## src/rtl/bhb_pkg.sv

```systemverilog
package bhb_pkg;
  typedef enum logic [1:0] {
    BK_PLAIN = 2'd0,
    BK_COND  = 2'd1,
    BK_EXC   = 2'd2,
    BK_RST   = 2'd3
  } br_kind_e;
endpackage

```

## src/rtl/bhb_qualify.sv

```systemverilog
module bhb_qualify
  import bhb_pkg::*;
#(
  parameter int AW         = 32,
  parameter int INSN_BYTES = 2
) (
  input  logic          clk_i,
  input  logic          rst_ni,
  input  logic          cap_en_i,
  input  logic          br_valid_i,
  input  br_kind_e      br_kind_i,
  input  logic          br_disp_zero_i,
  input  logic          exc_cmpl_i,
  input  logic [AW-1:0] br_src_i,
  output logic          push_o,
  output logic [AW-1:0] src_o
);
  logic drop;

  always_comb begin
    drop = 1'b0;
    unique case (br_kind_i)
      BK_COND: drop = br_disp_zero_i;
      BK_RST:  drop = 1'b1;
      default: drop = 1'b0;
    endcase
  end

  assign push_o = cap_en_i && br_valid_i && !drop;
  // completion exception: report the instruction after the faulting one
  assign src_o  = (br_kind_i == BK_EXC && exc_cmpl_i) ? br_src_i + AW'(INSN_BYTES) : br_src_i;

  p_drop_zero_disp_r5: assert property (@(posedge clk_i) disable iff (!rst_ni)
    (br_kind_i == BK_COND && br_disp_zero_i) |-> !push_o);
  p_no_reset_branch_r6: assert property (@(posedge clk_i) disable iff (!rst_ni)
    (br_kind_i == BK_RST) |-> !push_o);
  p_gate_off_r8: assert property (@(posedge clk_i) disable iff (!rst_ni)
    !cap_en_i |-> !push_o);
endmodule

```

## src/rtl/bhb_store.sv

```systemverilog
module bhb_store #(
  parameter int AW    = 32,
  parameter int DEPTH = 8,
  localparam int PW   = $clog2(DEPTH),
  localparam int CW   = $clog2(DEPTH + 1)
) (
  input  logic          clk_i,
  input  logic          rst_ni,
  input  logic          clr_i,
  input  logic          push_i,
  input  logic [AW-1:0] src_i,
  input  logic [AW-1:0] dst_i,
  input  logic [PW-1:0] slot_i,
  output logic [AW-1:0] slot_src_o,
  output logic [AW-1:0] slot_dst_o,
  output logic [PW-1:0] wr_ptr_o,
  output logic [CW-1:0] cnt_o
);
  logic [AW-1:0] src_q [DEPTH];
  logic [AW-1:0] dst_q [DEPTH];
  logic [PW-1:0] wr_ptr_q;
  logic [CW-1:0] cnt_q;

  for (genvar g = 0; g < DEPTH; g++) begin : g_slot
    always_ff @(posedge clk_i or negedge rst_ni) begin
      if (!rst_ni) begin
        src_q[g] <= '0;
        dst_q[g] <= '0;
      end else if (!clr_i && push_i && wr_ptr_q == PW'(g)) begin
        src_q[g] <= src_i;
        dst_q[g] <= dst_i;
      end
    end
  end

  always_ff @(posedge clk_i or negedge rst_ni) begin
    if (!rst_ni) begin
      wr_ptr_q <= '0;
      cnt_q    <= '0;
    end else if (clr_i) begin
      wr_ptr_q <= '0;
      cnt_q    <= '0;
    end else if (push_i) begin
      wr_ptr_q <= wr_ptr_q + 1'b1;
      if (cnt_q != CW'(DEPTH)) cnt_q <= cnt_q + 1'b1;
    end
  end

  assign slot_src_o = src_q[slot_i];
  assign slot_dst_o = dst_q[slot_i];
  assign wr_ptr_o   = wr_ptr_q;
  assign cnt_o      = cnt_q;

  p_cnt_max_r3: assert property (@(posedge clk_i) disable iff (!rst_ni)
    cnt_q <= CW'(DEPTH));
  p_cnt_step_r2: assert property (@(posedge clk_i) disable iff (!rst_ni)
    (!clr_i && push_i && cnt_q < CW'(DEPTH)) |=> cnt_q == $past(cnt_q) + 1'b1);
  p_clr_empty_r9: assert property (@(posedge clk_i) disable iff (!rst_ni)
    clr_i |=> (cnt_q == '0 && wr_ptr_q == '0));
  p_hold_r8: assert property (@(posedge clk_i) disable iff (!rst_ni)
    (!clr_i && !push_i) |=> ($stable(cnt_q) && $stable(wr_ptr_q)));
endmodule

```

## src/rtl/bhb_read.sv

```systemverilog
module bhb_read #(
  parameter int AW    = 32,
  parameter int DEPTH = 8,
  localparam int PW   = $clog2(DEPTH),
  localparam int CW   = $clog2(DEPTH + 1)
) (
  input  logic          clk_i,
  input  logic          rst_ni,
  input  logic [PW-1:0] rd_idx_i,
  input  logic [PW-1:0] wr_ptr_i,
  input  logic [CW-1:0] cnt_i,
  input  logic [AW-1:0] slot_src_i,
  input  logic [AW-1:0] slot_dst_i,
  output logic [PW-1:0] slot_o,
  output logic          rd_vld_o,
  output logic [AW-1:0] rd_src_o,
  output logic [AW-1:0] rd_dst_o
);
  // newest entry sits just below the write pointer
  assign slot_o   = wr_ptr_i - PW'(1) - rd_idx_i;
  assign rd_vld_o = CW'(rd_idx_i) < cnt_i;
  assign rd_src_o = rd_vld_o ? slot_src_i : '0;
  assign rd_dst_o = rd_vld_o ? slot_dst_i : '0;

  p_empty_reads_zero_r4: assert property (@(posedge clk_i) disable iff (!rst_ni)
    (cnt_i == '0) |-> (!rd_vld_o && rd_src_o == '0 && rd_dst_o == '0));
  p_full_all_valid_r3: assert property (@(posedge clk_i) disable iff (!rst_ni)
    (cnt_i == CW'(DEPTH)) |-> rd_vld_o);
endmodule

```

## src/rtl/branch_hist_buf.sv

```systemverilog
module branch_hist_buf
  import bhb_pkg::*;
#(
  parameter int AW         = 32,
  parameter int DEPTH      = 8,
  parameter int INSN_BYTES = 2,
  localparam int PW        = $clog2(DEPTH),
  localparam int CW        = $clog2(DEPTH + 1)
) (
  input  logic          clk_i,
  input  logic          rst_ni,
  input  logic          clr_i,
  input  logic          cap_en_i,
  input  logic          br_valid_i,
  input  logic [1:0]    br_kind_i,
  input  logic          br_disp_zero_i,
  input  logic          exc_cmpl_i,
  input  logic [AW-1:0] br_src_i,
  input  logic [AW-1:0] br_dst_i,
  input  logic [PW-1:0] rd_idx_i,
  output logic          rd_vld_o,
  output logic [AW-1:0] rd_src_o,
  output logic [AW-1:0] rd_dst_o,
  output logic [CW-1:0] count_o
);
  logic          push;
  logic [AW-1:0] adj_src;
  logic [PW-1:0] slot, wr_ptr;
  logic [AW-1:0] slot_src, slot_dst;
  logic [CW-1:0] cnt;

  bhb_qualify #(.AW(AW), .INSN_BYTES(INSN_BYTES)) u_qual (
    .clk_i, .rst_ni, .cap_en_i, .br_valid_i,
    .br_kind_i(br_kind_e'(br_kind_i)),
    .br_disp_zero_i, .exc_cmpl_i, .br_src_i,
    .push_o(push), .src_o(adj_src)
  );

  bhb_store #(.AW(AW), .DEPTH(DEPTH)) u_store (
    .clk_i, .rst_ni, .clr_i, .push_i(push),
    .src_i(adj_src), .dst_i(br_dst_i), .slot_i(slot),
    .slot_src_o(slot_src), .slot_dst_o(slot_dst),
    .wr_ptr_o(wr_ptr), .cnt_o(cnt)
  );

  bhb_read #(.AW(AW), .DEPTH(DEPTH)) u_read (
    .clk_i, .rst_ni, .rd_idx_i, .wr_ptr_i(wr_ptr), .cnt_i(cnt),
    .slot_src_i(slot_src), .slot_dst_i(slot_dst), .slot_o(slot),
    .rd_vld_o, .rd_src_o, .rd_dst_o
  );

  assign count_o = cnt;

  p_no_clr_growth_r9: assert property (@(posedge clk_i) disable iff (!rst_ni)
    clr_i |=> !rd_vld_o);
endmodule

```

## config.mk

```make
export PLATFORM = sky130hd
export DESIGN_NAME = branch_hist_buf
export DESIGN_NICKNAME = d
export VERILOG_FILES = /design/src/rtl/bhb_pkg.sv /design/src/rtl/bhb_qualify.sv /design/src/rtl/bhb_store.sv /design/src/rtl/bhb_read.sv /design/src/rtl/branch_hist_buf.sv
export SDC_FILE = /design/constraint.sdc
export NUM_CORES = 1
export LEC_CHECK = 0
export ABC_AREA = 0
export BUFFER_PORTS_ARGS = -buffer_cell sky130_fd_sc_hd__buf_2
export CORE_AREA = 2 2 221 223
export CTS_CLUSTER_SIZE = 12
export DETAILED_ROUTE_END_ITERATION = 10
export DIE_AREA = 0 0 223 225
export PLACE_DENSITY = 0.73
export SLEW_MARGIN = 20
export SYNTH_ARGS = -nofsm -noshare
export SYNTH_HDL_FRONTEND = slang
export SYNTH_SLANG_ARGS = --single-unit
export TNS_END_PERCENT = 50
```

## constraint.sdc

```tcl
create_clock -name clk_i -period 8.8 [get_ports clk_i]
set_clock_uncertainty 0.15 [all_clocks]
set_input_delay 1.76 -clock clk_i [delete_from_list [all_inputs] [get_ports clk_i]]
set_output_delay 1.76 -clock clk_i [all_outputs]
set_load 0.1 [all_outputs]
```

==> results.py <==
metrics = {
    "critical_path": {
        "worst_setup_path_end_kind": "output pin",
        "critPathLaunch": "rd_idx_i[0]",
        "arrival_ns": 5.05,
        "startpoint_type": "primary input",
        "r2r_start": "u_store.wr_ptr_o[2]",
        "reg2regPathDepth": 5,
        "required_ns": 6.89,
        "critPathKind": "primary input to output pin",
        "crit_end": "rd_dst_o[7]",
        "r2r_slack_ns": 5.66,
        "cp_max_fo": 49,
        "r2r_end": "u_store.dst_q[159]",
    },
    "clocking": {
        "htreeDepth": 2,
        "clk_transition_reported_paths_ns": 0.06,
        "cts_buffers": 54,
        "cts.sinks": 519,
        "clock-root-buffer": "clkbuf_16",
        "cts_setup_buffers": 0,
        "cts_resized": 0,
        "cts_buffer_depth": 3,
        "worstSkewPairLatency_ns": 0.61,
        "postCtsHoldBufs": 0,
        "cts_tree": "done",
    },
    "grt": {
        "grt_use_total": 0.244,
        "grt_pass1_vias": 17200,
        "antenna_found_initial": 9,
        "grt_max_degree": 178,
        "grt-ovfl-total": 0,
        "grt_first_pass_wirelength_um": 95100,
    },
    "power_and_ir_drop": {
        "p_sw_frac": 0.269,
        "p_leak_nw": 12.7,
        "clkPwrFrac": 0.385,
        "peakVddDrop_mv": 0.132,
        "p_int_mw": 4.19,
        "power_density_mw_per_mm2": 215,
        "p_switching_mw": 1.54,
        "power_frac_seq": 0.474,
        "power_frac_comb": 0.141,
    },
    "job": {
        "max_cap_violations": 0,
    },
    "synth": {
        "syn_nets": 2200,
        "yosysTopAreaCell": "dfrtp_1",
        "synth_area_mm2": 0.0236,
        "synthTopCellsByCount": "nand2_1, dfrtp_1, o21ai_0",
        "seq_area_frac_synth": 0.550,
        "synth-warning-count": 0,
        "ys_types": 38,
        "synth.area.top_cells": "dfrtp_1, mux4_2, nand2_1, mux2_2, o21ai_0",
        "synth_edf_count": 0,
        "avgSynthCellArea_um2": 11.2,
        "synth-seq-cells": 519,
        "async_flop_share": 1.00,
        "synth-main-ff-cell": "dfrtp_1",
        "synth_top_area_share": 0.550,
        "yosysMostFrequentCell": "nand2_1",
        "synth_cells": 2111,
    },
    "routing": {
        "route.detailed.drc": 0,
        "wirelength_um": 59900,
        "drt-vias-per-instance": 5.85,
        "ant_nets": 0,
        "post_drt_wl_per_cell_um": 21.0,
        "drt_iter0_markers": 1330,
        "vias": 16700,
        "first_pass_iters": 5,
    },
    "timing": {
        "finalCritPeriodShare": 0.791,
        "finalCriticalPeriod_ns": 6.96,
        "worstMarginPinSlew_ns": 1.07,
        "max_slew_margin": 0.284,
        "final-hold-violation-count": 0,
        "rsz0062_at_grt": "no",
        "drv_slew": 0,
        "final-setup-viol-count": 0,
        "tns_ns": 0,
        "hold-worst-slack_ns": 0.318,
        "max_freq_mhz": 144,
    },
    "min_path": {
        "min_path_type": "flip-flop to flip-flop",
    },
    "cells_and_area": {
        "nets": 2284,
        "final_core_util": 0.561,
        "area_growth_pct": 12.9,
        "layout-drive-gt1-share": 0.253,
        "nFillCells": 3888,
    },
    "place": {
        "post-dp-hpwl_um": 34300,
        "gp_congestion": 0.821,
        "port_buffers": 144,
    },
    "floorplanning": {
        "ios": 145,
        "start_util": 0.496,
        "placementRows": 80,
        "dieArea_mm2": 0.0502,
        "die_y_um": 225,
        "die_w_um": 223,
        "core_mm2": 0.0475,
    },
    "status": {
        "status": "finished, final reports clean",
    },
}
==> final cells by class <==
class / instances / area (µm²) / area share
flip-flops and latches: 519 / 13000 / 0.487
clock inverters: 13 / 163 / 0.00610
clock buffers: 80 / 1530 / 0.0574
multi-input cells: 1432 / 10100 / 0.380
diodes: 2 / 5.00 / 0.000188
repair buffers: 172 / 1010 / 0.0381
well taps: 615 / 769 / 0.0289
inverters: 16 / 60.1 / 0.00225
==> flip-flops by register name, summed over array words and instances (netlist names) <==
register and count:
u_store.wr_ptr_o 3, u_store.dst_q 256, u_store.src_q 256, u_store.cnt_o 4
==> placed cells by master, fill, tap and decap left out, types with 18 or more instances in the layout <==
cell | Yosys | layout
buf_4 | 0 | 20
dfrtp_1 | 519 | 519
a21oi_1 | 69 | 68
o21ai_0 | 237 | 236
mux2_2 | 165 | 165
nand2_1 | 684 | 682
mux4_2 | 128 | 128
buf_2 | 23 | 143
xnor2_1 | 21 | 20
clkbuf_16 | 0 | 54
nor2_1 | 19 | 19
clkbuf_1 | 104 | 18
==> worst max-delay path, stage by stage <==
cell and delay (ns):
buf_2 0.08, inv_1 0.06, ha_4 0.16, fa_4 1.34, buf_4 0.48, mux4_2 0.27, nand2_1 0.05, a21oi_1 0.32
buf_2 0.49
==> power groups by stage <==
stage | Sequential, mW | Combinational [mW] | Clock [mW]
2_1_floorplan | 2.72 | 0.586 | 0
3_3_place_gp | 2.74 | 0.785 | 0
3_5_place_dp | 2.75 | 0.814 | 0
6_report | 2.72 | 0.807 | 2.21
5_1_grt | 2.74 | 0.883 | 2.33
4_1_cts | 2.71 | 0.816 | 2.24
==> logic make-up (layout without fill, tap and decap cells) <==
| group | Yosys count | count (layout) | synth area share |
|---|---|---|---|
| other cells | 0 | 2 | 0 |
| fa+ha+maj | 13 | 13 | 0.00721 |
| simple gates | 767 | 767 | 0.131 |
| mux | 300 | 300 | 0.204 |
| flops | 519 | 519 | 0.550 |
| xor+xnor | 36 | 36 | 0.0134 |
| buf+inv | 160 | 281 | 0.0270 |
| compound gates | 316 | 316 | 0.0672 |
==> metal layers <==
metal	GRT usage	vias up	routed length [µm]
li1	-	7447	-
met1	0.336	8547	25700
met2	0.390	553	28100
met3	0.0584	102	4680
met4	0.0714	14	1320
met5	0	-	92
==> metrics by stage <==
step	std cells	area (µm²)	worst slack (ns)	power, mW
2_1_floorplan	2111	23600	1.96	3.30
3_3_place_gp	2754	25000	1.83	3.52
3_5_place_dp	2754	25000	1.82	3.57
4_1_cts	2847	26600	1.83	5.77
5_1_grt	2848	26700	1.73	5.95
6_report	2849	26700	1.84	5.73
==> worst min path at each step <==
stage / slack, ns / to / startpoint / cells past startpoint
floorplan: 0.29 / u_store.dst_q[32] / u_store.dst_q[32] / 2
finish: 0.32 / u_store.dst_q[62] / u_store.dst_q[62] / 2
global route: 0.34 / u_store.dst_q[68] / u_store.dst_q[68] / 2
global placement: 0.30 / u_store.dst_q[53] / u_store.dst_q[53] / 2
CTS: 0.32 / u_store.dst_q[60] / u_store.dst_q[60] / 2
detailed placement: 0.31 / u_store.dst_q[60] / u_store.dst_q[60] / 2
(Power assumes the default switching activity.)
